==> src/rtl/fb_arbiter.sv <==
module fb_arbiter #(
  parameter int H_ACT  = 800,
  parameter int V_ACT  = 480,
  parameter int H_TOT  = 1056,
  parameter int V_TOT  = 525,
  parameter int CPU_AW = 24,
  parameter int unsigned BASE = 'h41_0000,
  localparam int FB_WORDS = H_ACT * V_ACT,
  localparam int AW = $clog2(FB_WORDS),
  localparam int HW = $clog2(H_TOT),
  localparam int VW = $clog2(V_TOT)
) (
  input  logic              clk,
  input  logic              rst_n,
  input  logic              cpu_req,
  input  logic              cpu_we,
  input  logic [CPU_AW-1:0] cpu_addr,
  input  logic [15:0]       cpu_wdata,
  output logic              cpu_ack,
  output logic [15:0]       cpu_rdata,
  output logic [AW-1:0]     sram_addr,
  output logic [15:0]       sram_dq_o,
  output logic              sram_dq_oe,
  input  logic [15:0]       sram_dq_i,
  output logic              sram_ce_n,
  output logic              sram_oe_n,
  output logic              sram_we_n,
  output logic              vid_de,
  output logic [11:0]       vid_rgb
);

  localparam logic [CPU_AW-1:0] WIN_LO = CPU_AW'(BASE);
  localparam logic [CPU_AW-1:0] WIN_HI = CPU_AW'(BASE + FB_WORDS);

  logic [HW-1:0] hcnt;
  logic [VW-1:0] vcnt;
  logic [AW-1:0] scan_addr;
  logic [CPU_AW-1:0] cpu_off;
  logic [15:0] bus;
  logic in_area, cpu_hit, vid_rd, line_end, frame_end;

  assign in_area   = (hcnt < HW'(H_ACT)) && (vcnt < VW'(V_ACT));
  assign cpu_hit   = rst_n && cpu_req && (cpu_addr >= WIN_LO) && (cpu_addr < WIN_HI);
  assign vid_rd    = rst_n && in_area && !cpu_hit;
  assign line_end  = hcnt == HW'(H_TOT - 1);
  assign frame_end = line_end && (vcnt == VW'(V_TOT - 1));
  assign cpu_off   = cpu_addr - WIN_LO;

  assign sram_addr  = cpu_hit ? cpu_off[AW-1:0] : scan_addr;
  assign sram_dq_o  = cpu_wdata;
  assign sram_dq_oe = cpu_hit && cpu_we;
  assign sram_we_n  = !(cpu_hit && cpu_we);
  assign sram_oe_n  = !(vid_rd || (cpu_hit && !cpu_we));
  assign sram_ce_n  = !(vid_rd || cpu_hit);
  assign bus        = sram_dq_oe ? sram_dq_o : sram_dq_i;

  always_ff @(posedge clk) begin
    if (!rst_n) begin
      hcnt      <= '0;
      vcnt      <= '0;
      scan_addr <= '0;
    end else begin
      hcnt <= line_end ? '0 : hcnt + HW'(1);
      if (frame_end)
        vcnt <= '0;
      else if (line_end)
        vcnt <= vcnt + VW'(1);
      if (frame_end)
        scan_addr <= '0;
      else if (in_area)
        scan_addr <= scan_addr + AW'(1);
    end
  end

  always_ff @(posedge clk) begin
    if (!rst_n) begin
      vid_de    <= 1'b0;
      vid_rgb   <= '0;
      cpu_ack   <= 1'b0;
      cpu_rdata <= '0;
    end else begin
      vid_de  <= in_area;
      vid_rgb <= in_area ? bus[11:0] : 12'h000;
      cpu_ack <= cpu_hit;
      if (cpu_hit && !cpu_we)
        cpu_rdata <= bus;
    end
  end


  ack_follows_chk: assert property (@(posedge clk) disable iff (!rst_n)
    cpu_hit |=> cpu_ack);


  ack_only_hit_chk: assert property (@(posedge clk) disable iff (!rst_n)
    cpu_ack |-> $past(cpu_hit));


  we_from_cpu_chk: assert property (@(posedge clk) disable iff (!rst_n)
    !sram_we_n |-> (cpu_req && cpu_we));


  bus_dir_chk: assert property (@(posedge clk) disable iff (!rst_n)
    !(!sram_we_n && !sram_oe_n));


  blank_dark_chk: assert property (@(posedge clk) disable iff (!rst_n)
    !vid_de |-> (vid_rgb == 12'h000));


  blank_idle_chk: assert property (@(posedge clk) disable iff (!rst_n)
    (!sram_ce_n && !cpu_hit) |-> in_area);


  frame_origin_chk: assert property (@(posedge clk) disable iff (!rst_n)
    (hcnt == '0 && vcnt == '0) |-> (scan_addr == '0));

endmodule

==> config.mk <==
export PLATFORM = sky130hd
export DESIGN_NAME = fb_arbiter
export DESIGN_NICKNAME = d
export VERILOG_FILES = /design/src/rtl/fb_arbiter.sv
export SDC_FILE = /design/constraint.sdc
export NUM_CORES = 1
export LEC_CHECK = 0
export ABC_AREA = 0
export BUFFER_PORTS_ARGS = -buffer_cell sky130_fd_sc_hd__buf_2
export CAP_MARGIN = 15
export CORE_UTILIZATION = 34
export CTS_CLUSTER_DIAMETER = 30
export DETAILED_ROUTE_END_ITERATION = 12
export SLEW_MARGIN = 0
export SYNTH_ARGS = -nofsm -noshare
export SYNTH_HDL_FRONTEND = slang
export SYNTH_SLANG_ARGS = --single-unit
export TNS_END_PERCENT = 10
==> constraint.sdc <==
create_clock -name clk -period 2.3 [get_ports clk]
set_input_delay 0.23 -clock clk [delete_from_list [all_inputs] [get_ports clk]]
set_output_delay 0.23 -clock clk [all_outputs]
set_load 0.01 [all_outputs]
# Word-level counts from Yosys, hierarchy flattened
# Cells that the tools add are included.
[totals]
register_bits = 70
in_bits = 60
out_inout_bits = 69
wordCells = 39
[classes]
add_sub_neg = 4
n_lt_le_gt_ge = 4
n_eq_ne = 2
n_mux = 2
bitwise_logic = 1
n_reduce_logical = 19
[ops]
columns = ["operator", "n"]
rows = [
  ["greater-or-equal comparator 24 x 23 -> 1 bit, second input constant", 1],
  ["< comparator 24 x 23 -> 1 bit, second input constant", 1],
  ["adder 19 x 1 -> 19 bit, second input constant", 1],
  ["two-way mux 19 bit", 1],
  ["subtractor 19 x 17 -> 19 bit, second input constant", 1],
  ["two-way mux 16 bit", 1],
  ["adder 11 x 1 -> 11 bit, second input constant", 1],
  ["== test 11 bit, second input constant", 1],
  ["< comparator 11 x 10 -> 1 bit, second input constant", 1],
  ["adder 10 x 1 -> 10 bit, second input constant", 1],
  ["== test 10 bit, second input constant", 1],
  ["< comparator 10 x 9 -> 1 bit, second input constant", 1],
  ["logical AND 1 bit", 9],
  ["logical NOT 1 bit", 5],
  ["OR reduction 2 bit", 2],
  ["logical OR 1 bit", 2],
  ["AND reduction 2 bit", 1],
  ["inverter 1 bit", 1],
]

# Longest topological paths before layout
# Gate-level depths: netlist of run 1.
[logic_depth]
ltp_word = 7
depth_mapped = 9
depth_no_buf = 7

# Least setup slack after synthesis of run 1
# Ideal clock, no wire load.
[synth_timing]
path_type = "in2out"
startpoint = "input cpu_addr[16]"
endpoint = "output sram_addr[10]"
t_arrival_ns = 1.846
required_time_ns = 2.070
slack_ns = 0.224
cell_stages = 9
path_buffers = 2
path_cell_list = "inv_1 -> ha_1 -> nand4_1 -> or4_4 -> and2_4 -> buf_6 -> nand2_4 -> buf_8 -> mux2_1"
[synth_between]
elab_chain_cells = 4
elab_cells_between_ends = 5
cone_classes = "2 x order compare; 1 x mux; 2 x reduce/logical"
[synth_rtl]
columns = ["item", "line", "text"]
rows = [
  ["start: declaration", "17", "input logic [CPU_AW-1:0] cpu_addr,"],
  ["greater-or-equal comparator 24 x 23 -> 1 bit", "43", "assign cpu_hit = rst_n && cpu_req && (cpu_addr >= WIN_LO) && (cpu_addr < WIN_HI);"],
  ["logical AND 1 bit", "43", ""],
  ["logical AND 1 bit (*)", "43", ""],
  ["two-way mux 19 bit (*)", "49", "assign sram_addr = cpu_hit ? cpu_off[AW-1:0] : scan_addr;"],
  ["end: declaration", "21", "output logic [AW-1:0] sram_addr,"],
]
# Mark *: on every way between the ends. The rest lies on a longest branch, timed or not.

# Final worst setup path of run 1
[layout_timing]
startpoint = "input cpu_addr[16]"
endpoint = "output sram_addr[12]"
# Same word-level chain as after synthesis.

==> results of run 1 <==
[stage by stage]
stage,setup slack [ns],hold slack (ns)
after global placement,0.0290,0.447
final,0.102,0.104
after floorplan,0.224,0.360
after CTS,0.0479,0.0957
after global routing,0.00446,0.132
after detailed placement,-0.00131,0.456
[layout make-up]
type,count,share of cell area
Inverter,14,0.0117
Tap cell,136,0.0379
Antenna cell,1,0.000558
Multi-Input combinational cell,296,0.427
Clock inverter,5,0.0128
Timing Repair Buffer,138,0.164
Clock buffer,11,0.0338
Sequential cell,70,0.312
[layer usage]
| metal | vias to the layer above | share of wire |
|---|---|---|
| met2 | 93 | 0.46 |
| li1 | 1680 | - |
| met5 | - | 0.0017 |
| met4 | 2 | 0.020 |
| met3 | 18 | 0.058 |
| met1 | 1568 | 0.46 |
[report_power, final]
group          switching [mW]  total, mW  internal, mW
Clock                   0.481       1.04         0.558
Combinational           0.122      0.219        0.0966
Sequential             0.0138       1.25          1.23
Total                   0.617       2.50          1.89
[cells in the mapped netlist]
cell type / number / area (µm²)
nor4_1: 11 / 68.8
o31a_1: 1 / 8.76
nand3_1: 31 / 155
nor3_1: 9 / 45.0
ha_1: 8 / 100
mux2i_1: 1 / 10.0
inv_1: 13 / 48.8
a21oi_1: 28 / 140
or3_1: 3 / 18.8
buf_8: 1 / 15.0
a41o_1: 1 / 10.0
nand4_2: 1 / 12.5
o21ai_0: 31 / 155
o311a_1: 1 / 10.0
clkinv_1: 1 / 3.75
nor3b_1: 1 / 7.51
nand2_4: 1 / 11.3
nor4b_1: 1 / 8.76
nor2_1: 42 / 158
and2_4: 1 / 8.76
and4_1: 7 / 61.3
nand4_1: 22 / 138
nand3b_4: 1 / 20.0
xnor2_1: 22 / 193
or4_4: 1 / 11.3
dfxtp_1: 70 / 1400
and3b_1: 1 / 8.76
a31oi_1: 1 / 6.26
clkbuf_1: 11 / 41.3
buf_4: 16 / 120
buf_2: 10 / 50.1
buf_6: 1 / 11.3
a311oi_1: 1 / 8.76
nor4bb_1: 2 / 20.0
mux2_1: 7 / 78.8
xor2_1: 11 / 96.3
o31ai_4: 1 / 21.3
buf_12: 1 / 20.0
o21ai_1: 1 / 5.00
mux2_4: 10 / 150
and3_1: 6 / 37.5
nand2_1: 30 / 113
[repair_timing]
action | in CTS | in global routing
setup buffers | 0 | 0
pin swaps | 0 | 2
hold buffers | 0 | 0
setup endpoints to repair | 2 | 19
resized for setup | 1 | 2
[worst paths after layout]
kind	start	endpoint	slack, ns	cells after the start
min	sram_dq_i[12]	cpu_rdata[12]	0.10	3
max reg2reg	hcnt[0]	vcnt[0]	0.28	6
min reg2reg	cpu_rdata[15]	cpu_rdata[15]	0.46	2
max	cpu_addr[16]	sram_addr[12]	0.10	9
[critical path, delay by kind of cell]
kind | cells | cell delay, ns
fa+ha+maj | 1 | 0.15
buf+inv | 3 | 0.31
mux | 1 | 0.35
simple gates | 4 | 0.93
[registers in the layout, summed over array words and instances (netlist names)]
register	flops
scan_addr	19
cpu_rdata	16
vid_rgb	12
hcnt	11
vcnt	10
cpu_ack	1
vid_de	1
[kinds of logic (layout without fill, tap and decap cells)]
| family | count (synthesis) | after routing | share of synthesized area |
|---|---|---|---|
| AOI/OAI and AO/OA | 66 | 66 | 0.101 |
| and+or+nand+nor | 171 | 171 | 0.250 |
| other | 0 | 1 | 0 |
| xor gates and xnor gates | 33 | 33 | 0.0801 |
| buffers and inverters | 54 | 168 | 0.0860 |
| adders and majority gates | 8 | 8 | 0.0277 |
| muxes | 18 | 18 | 0.0662 |
| DFF | 70 | 70 | 0.388 |
==> impl_metrics.yaml, run 1 <==
floorplan:
  ios: 129
  start_util: 0.350
  dieArea_mm2: 0.0110
  fp-row-count: 37
  die_h_um: 105
  dieWidth_um: 105
  core_area_mm2: 0.0103
route:
  via_count: 3361
  drc: 0
  routed_wl_um: 9830
  viasPerCell: 5.01
  drt_iter0_drc: 233
  ant_nets: 0
  wire_per_inst_um: 14.7
  drt_first_pass_iters: 4
layout:
  area_growth_pct: 24.3
  nets: 597
  post-route-util: 0.434
  final_common_cell: "buf_2"
  layout_common_cells: "120 x buf_2, 70 x dfxtp_1, 42 x nor2_1"
  finalNonFillerCells: 671
  multi_input_area_mm2: 0.00191
  final_area_mm2: 0.00448
  register_area_mm2: 0.00140
  drive_above_1_share: 0.322
  n_fill_cell: 1003
timing:
  finalHoldViolCount: 0
  final.period_utilization: 0.956
  rsz0062_at_grt: "no"
  fin_crit_ns: 2.20
  worst_pin_slew_ns: 0.604
  drv_slew: 0
  max_slew_margin: 0.597
  setup_tns_ns: 0
  fmax_mhz: 455
  clock_skew_ns: 0.00944
  setup_viol: 0
power:
  finalPower_mw: 2.50
  peakVddDrop_uv: 342
  p_per_area_mw_per_mm2: 558
  leakagePower_nw: 1.95
setup_path:
  cp-start-kind: "input port"
  slowest_delay_ns: 0.49
  worstPathCellList: "buf_2 -> inv_1 -> ha_1 -> nand4_1 -> or4_4 -> and2_4 -> nand2_8 -> mux2_1 -> buf_2"
  worstPathArrival_ns: 1.97
  path_class: "input port to output port"
  cp_data_required_time_ns: 2.07
  crit_top_cell: "buf_2"
  cpMaxStageDelayCell: "or4_4"
  critPathCaptureType: "output port"
  path_max_fanout: 20
clocking:
  clk_pin_slew_ns: 0.08
  cts_buffers: 9
  clock-sinks: 70
  root_buffer: "clkbuf_8"
  cts_tree: "done"
  insertion_delay_ns: 0.35
  htreeDepth: 3
  cts_buffer_depth: 2
global_routing:
  overflow: 0
  grtUsageTotal: 0.177
  grt_pass1_wl_um: 15500
  grt_pass1_vias: 3153
  grt_max_degree: 22
  met3_usage: 0.0356
  antenna_found_initial: 2
  met1_usage: 0.227
  grt_use_met2: 0.290
  busiest_layer: "met2"
placement:
  port_buffers: 120
  numPlacedInstances: 654
  routabilityCongestion: 0.819
  dpl.hpwl_um: 7340
  dpl_cell_area_mm2: 0.00426
synth:
  yosysSeqAreaShare: 0.388
  synth_cell_types: 42
  netlist_area_mm2: 0.00361
  ys_seq_elements: 70
  postSynthAreaPerCell_um2: 8.59
  yosys_warnings: 0
  netlist_instances: 420
  mappedNetlistNets: 488
status:
  status: "finished clean"
flow_run:
  maxCapViolCount: 0
min_path:
  holdCritPathClass: "input port to flip-flop"
(Power assumes the default switching activity.)
==> inputs of run 2 (changes only) <==
==> constraint.sdc (replaced) <==
create_clock -name clk -period 2.3 [get_ports clk]
set_input_delay 0.345 -clock clk [delete_from_list [all_inputs] [get_ports clk]]
set_output_delay 0.345 -clock clk [all_outputs]
set_load 0.01 [all_outputs]
==> run 2 against run 1 <==
Clock power fell by 7%; utilization is 4.0 points higher; die area stayed put; critical endpoint is now sram_addr[7]; largest cell class unchanged; highest routed layer is now met4.
==> impl_metrics.yaml, run 2 (synthesis gave the netlist of run 1 again) <==
setup_path:
  slowest_delay_ns: 0.32
  cp_data_required_time_ns: 1.96
  critPathCaptureType: "output port"
  worstPathArrival_ns: 1.95
  reg2reg_setup_slack_ns: 0.37
  r2r_end: "vcnt[9]"
  path_class: "input port to output port"
  cpMaxStageDelayCell: "o31ai_4"
  crit_top_cell: "buf_6"
  cp-start-kind: "input port"
  rr_worst_depth: 7
  worstPathCellList: "buf_6 -> nor4_2 -> buf_4 -> nand2_4 -> o31ai_4 -> buf_6 -> nand2_8 -> mux2_4 -> buf_6"
  path_max_fanout: 5
  r2r-start: "hcnt[0]"
  crit_buf_inv: 4
  path_delay_family: "buffers and inverters"
route:
  via_count: 3418
  drt_first_pass_iters: 4
  routed_wl_um: 10100
  wire_per_inst_um: 14.7
  drc: 0
  drt_iter0_drc: 145
  ant_nets: 0
  viasPerCell: 4.98
floorplan:
  dieWidth_um: 105
  ios: 129
  core_area_mm2: 0.0103
  start_util: 0.350
  dieArea_mm2: 0.0110
  die_h_um: 105
  fp-row-count: 37
timing:
  max_slew_margin: 0.618
  final.period_utilization: 0.997
  rsz0062_at_grt: "yes"
  worst_pin_slew_ns: 0.573
  setup_viol: 0
  drv_slew: 0
  fmax_mhz: 436
  fin_crit_ns: 2.29
  clock_skew_ns: 0.00961
  finalHoldViolCount: 0
  hold_slack_ns: 0.229
clocking:
  cts_tree: "done"
  clk_pin_slew_ns: 0.08
  root_buffer: "clkbuf_8"
  ctsHoldBuffers: 0
  htreeDepth: 3
  insertion_delay_ns: 0.34
  cts_buffer_depth: 2
  cts_buffers: 9
  clock-sinks: 70
global_routing:
  overflow: 0
  grt_pass1_wl_um: 15800
  grtUsageTotal: 0.182
  grt_pass1_vias: 3222
  antenna_found_initial: 0
  grt_max_degree: 20
layout:
  antenna_cells: 0
  area_growth_pct: 35.6
  register_area_mm2: 0.00140
  layout_common_cells: "100 x buf_2, 70 x dfxtp_1, 42 x nor2_1"
  multi_input_area_mm2: 0.00207
  final_common_cell: "buf_2"
  top_register: "scan_addr"
  top_regs: "scan_addr x19, cpu_rdata x16, vid_rgb x12"
  largest_reg_flops: 19
  drive_above_1_share: 0.372
  nets: 615
  n_fill_cell: 973
power:
  p_per_area_mw_per_mm2: 505
  leakagePower_nw: 2.09
  finalPower_mw: 2.47
  peakVddDrop_uv: 316
placement:
  port_buffers: 120
  dpl.hpwl_um: 7270
  routabilityCongestion: 0.871
min_path:
  hold-path-cell-count: 3
  holdCritPathClass: "input port to flip-flop"
  hp-start: "sram_dq_i[12]"
  min_to: "cpu_rdata[12]"
status:
  status: "finished clean"
flow_run:
  maxCapViolCount: 0
[run 2: cell count changes in the layout (fill, tap and decap cells not counted), moves of 2 or more]
cell	previous run	this run
buf_4	18	29
buf_2	120	100
buf_12	0	2
nand2_1	30	28
ha_4	0	3
clkbuf_8	11	9
nand2_4	0	2
nand2_8	1	4
ha_1	8	5
mux2_4	10	17
mux2_1	7	0
buf_6	0	21
[run 2: layout make-up]
class,instances,area share
Clock buffer,9,0.0253
Sequential cell,70,0.286
Inverter,14,0.0118
Tap cell,136,0.0348
Timing Repair Buffer,153,0.206
Multi-Input combinational cell,299,0.422
Clock inverter,6,0.0130
[run 2: metrics by stage]
stage          std cells  utilization  setup TNS, ns  area (µm²)  worst slack, ns
3_5_place_dp         662        0.418          -4.07        4320           -0.250
5_1_grt              687        0.474         -0.572        4890          -0.0384
4_1_cts              685        0.465         -0.747        4800          -0.0612
6_report             687        0.474              0        4890          0.00779
3_3_place_gp         662        0.418          -3.76        4320           -0.236
2_1_floorplan        420            -        -0.0253        3610         -0.00506
[run 2: worst max-delay path by stage]
stage                     depth (start not counted)         start             to  slack (ns)
after global routing                              8   cpu_addr[0]   sram_addr[7]       -0.04
after detailed placement                          9  cpu_addr[16]  sram_addr[11]       -0.25
after global placement                            9  cpu_addr[16]  sram_addr[10]       -0.24
after floorplan                                   9  cpu_addr[16]  sram_addr[12]      -0.005
after CTS                                         9  cpu_addr[16]   sram_addr[7]       -0.06
final                                             9   cpu_addr[7]   sram_addr[7]       0.008
[run 2: repair_timing]
item	CTS	global route
pin swaps	9	6
cloned	3	0
buffers inserted	5	2
setup endpoints to repair	21	23
gates resized for setup	41	15
[run 2: worst min-delay path: stages]
cell and delay [ns]:
buf_2 0.07, nand3_1 0.05, o21ai_0 0.07
[run 2: where the power goes]
group | total, mW | leakage (nW) | internal (mW) | switching, mW
Sequential | 1.25 | 0.569 | 1.23 | 0.0142
Combinational | 0.253 | 1.43 | 0.120 | 0.134
Clock | 0.968 | 0.0911 | 0.493 | 0.476
Total | 2.47 | 2.09 | 1.85 | 0.624
[run 2: layer usage]
layer,GRT usage,up-vias,routed length (µm)
li1,-,1724,-
met1,0.228,1591,4510
met2,0.312,88,4990
met3,0.0268,15,400
met4,0.0755,0,172
met5,0,-,0
==> inputs of run 3 (changes only) <==
--- a/config.mk
+++ b/config.mk
@@ -11,6 +11,9 @@
 export CORE_UTILIZATION = 34
 export CTS_CLUSTER_DIAMETER = 30
 export DETAILED_ROUTE_END_ITERATION = 12
+export GPL_TIMING_DRIVEN = 0
+export HOLD_SLACK_MARGIN = 0.02
+export SETUP_SLACK_MARGIN = 0.05
 export SLEW_MARGIN = 0
 export SYNTH_ARGS = -nofsm -noshare
 export SYNTH_HDL_FRONTEND = slang
==> run 3 against run 2 <==
The run now ends with negative setup slack left; design area is 2.6% higher; clock skew is essentially flat; sequential power about the same; power increased by 2.4%; routed wire length up 0.79%; critical path depth is 1 higher; final cell count grew 2.9%; hold slack got worse by 0.010 ns; clock power up 4%; via count increased by 2.0%; non-clock buffer count increased by 22; count of clock-buffer cells in the layout increased by 1; critical endpoint is now sram_addr[16]; highest routed layer unchanged.
==> impl_metrics.yaml, run 3 (synthesis gave the netlist of run 1 again) <==
status:
  status: "finished, violations left"
  failed_checks: "negative setup slack"
timing:
  max_slew_margin: 0.644
  finalHoldViolCount: 0
  drv_slew: 0
  final.period_utilization: 1.03
  worst_pin_slew_ns: 0.534
  setup_ws_ns: -0.0788
  clock_skew_ns: 0.00953
  rsz0062_at_grt: "yes"
  fin_crit_ns: 2.38
  fmax_mhz: 420
  setup_viol: 20
clocking:
  clock-sinks: 70
  cts_buffer_depth: 2
  clk_pin_slew_ns: 0.08
  insertion_delay_ns: 0.34
  cts_buffers: 9
  cts_tree: "done"
  ctsHoldBuffers: 0
  root_buffer: "clkbuf_8"
  htreeDepth: 3
route:
  routed-wl-met2_um: 4960
  met1_length_um: 4540
  wire_per_inst_um: 14.4
  drt_iter0_drc: 146
  ant_nets: 0
  via_count: 3485
  top_layer: "met4"
  drt_first_pass_iters: 4
  dr_wl_met3_um: 499
  routed_wl_um: 10200
  viasPerCell: 4.93
  drc: 0
setup_path:
  path_max_fanout: 5
  worstPathCellList: "buf_12 -> clkinv_8 -> ha_4 -> nand4_1 -> or4_4 -> and2_4 -> nand2_8 -> buf_12 -> mux2_4 -> buf_6"
  rr_worst_depth: 8
  cpMaxStageDelayCell: "or4_4"
  cp-start-kind: "input port"
  critPathLaunch: "cpu_addr[16]"
  crit_top_cell: "buf_12"
  path_class: "input port to output port"
  cp_data_required_time_ns: 1.96
  r2r_end: "vcnt[2]"
  slowest_delay_ns: 0.49
  worstPathArrival_ns: 2.03
  reg2reg_setup_slack_ns: 0.23
  critPathCaptureType: "output port"
  r2r-start: "hcnt[0]"
power:
  finalPower_mw: 2.53
  combinationalPowerShare: 0.108
  peakVddDrop_uv: 225
  leakagePower_nw: 2.15
  p_sw_mw: 0.657
  p_sw_frac: 0.260
  p_seq_frac: 0.493
  p_int_mw: 1.87
  p_per_area_mw_per_mm2: 504
  pwr-share-clk: 0.399
layout:
  post-route-util: 0.486
  drive_above_1_share: 0.389
  largest_reg_flops: 19
  area_growth_pct: 39.1
  top_register: "scan_addr"
  top_regs: "scan_addr x19, cpu_rdata x16, vid_rgb x12"
  n_fill_cell: 956
  antenna_cells: 0
  final_area_mm2: 0.00502
  nets: 634
  layout_common_cells: "110 x buf_2, 67 x dfxtp_1, 41 x nor2_1"
  final_common_cell: "buf_2"
global_routing:
  grtUsageTotal: 0.184
  overflow: 0
  grt_max_degree: 17
  grt_pass1_vias: 3317
  antenna_found_initial: 0
  grt_pass1_wl_um: 16200
placement:
  port_buffers: 124
  routabilityCongestion: 0.825
  dpl_cell_area_mm2: 0.00444
  dpl.hpwl_um: 7630
floorplan:
  core_area_mm2: 0.0103
  start_util: 0.350
  die_h_um: 105
  ios: 129
  fp-row-count: 37
  dieArea_mm2: 0.0110
  dieWidth_um: 105
flow_run:
  maxCapViolCount: 0
min_path:
  hold-path-cell-count: 3
  hp-start: "sram_dq_i[12]"
  min_to: "cpu_rdata[12]"
  holdCritPathClass: "input port to flip-flop"
-- run 3: changes by cell type in the layout (fill, tap and decap cells not counted), sizes merged --
| cell | before | now |
|---|---|---|
| clkinv | 4 | 2 |
| inv | 13 | 14 |
| clkinvlp | 2 | 3 |
| nand2 | 34 | 31 |
| clkbuf | 9 | 21 |
| buf | 153 | 164 |
-- run 3: area by class of cell --
cell class / count / area, µm² / share of cell area
Timing Repair Buffer: 138 / 893 / 0.178
Clock buffer: 10 / 128 / 0.0254
Buffer: 37 / 259 / 0.0516
Inverter: 14 / 65.1 / 0.0130
Tap cell: 136 / 170 / 0.0339
Clock inverter: 6 / 70.1 / 0.0140
Sequential cell: 70 / 1410 / 0.280
Multi-Input combinational cell: 296 / 2030 / 0.404
-- run 3: metal layers --
metal	vias up	global-route usage
met2	103	0.308
met1	1609	0.236
li1	1759	-
met3	14	0.0349
met5	-	0
met4	0	0.0644
-- run 3: power groups by stage --
stage               Combinational, mW  Clock, mW  Sequential (mW)
global placement                0.238          0             1.28
CTS                             0.267       1.04             1.25
finish                          0.272       1.01             1.25
detailed placement              0.241          0             1.28
global route                    0.296       1.09             1.25
floorplan                       0.109          0             1.28
-- run 3: what timing repair did --
item                                    CTS  global route
gates cloned                              2             0
pin swaps                                 6             2
hold endpoints to repair                  0             0
endpoints found under the setup margin   38            43
gates resized for setup                  46            11
buffers inserted                          9             3
-- run 3: how the worst max path moves through the flow --
| stage | end | slack, ns |
|---|---|---|
| after detailed placement | sram_oe_n | -0.49 |
| after global routing | sram_addr[16] | -0.13 |
| after floorplan | sram_addr[10] | 0.06 |
| after CTS | sram_addr[16] | -0.09 |
| after global placement | sram_oe_n | -0.47 |
| final | sram_addr[16] | -0.08 |
-- run 3: stage by stage --
step | setup TNS (ns) | cells | setup WS (ns) | hold slack, ns
global route | -2.40 | 707 | -0.129 | 0.228
CTS | -1.39 | 704 | -0.0907 | 0.209
global placement | -8.99 | 680 | -0.466 | 0.446
finish | -1.10 | 707 | -0.0788 | 0.219
detailed placement | -9.96 | 680 | -0.493 | 0.457
floorplan | 0 | 420 | 0.0577 | 0.430
-- run 3: worst max-delay path, delay by kind of cell --
kind / cells / cell delay (ns)
adders and majority gates: 1 / 0.12
buffers and inverters: 4 / 0.41
muxes: 1 / 0.31
and+or+nand+nor: 4 / 0.85
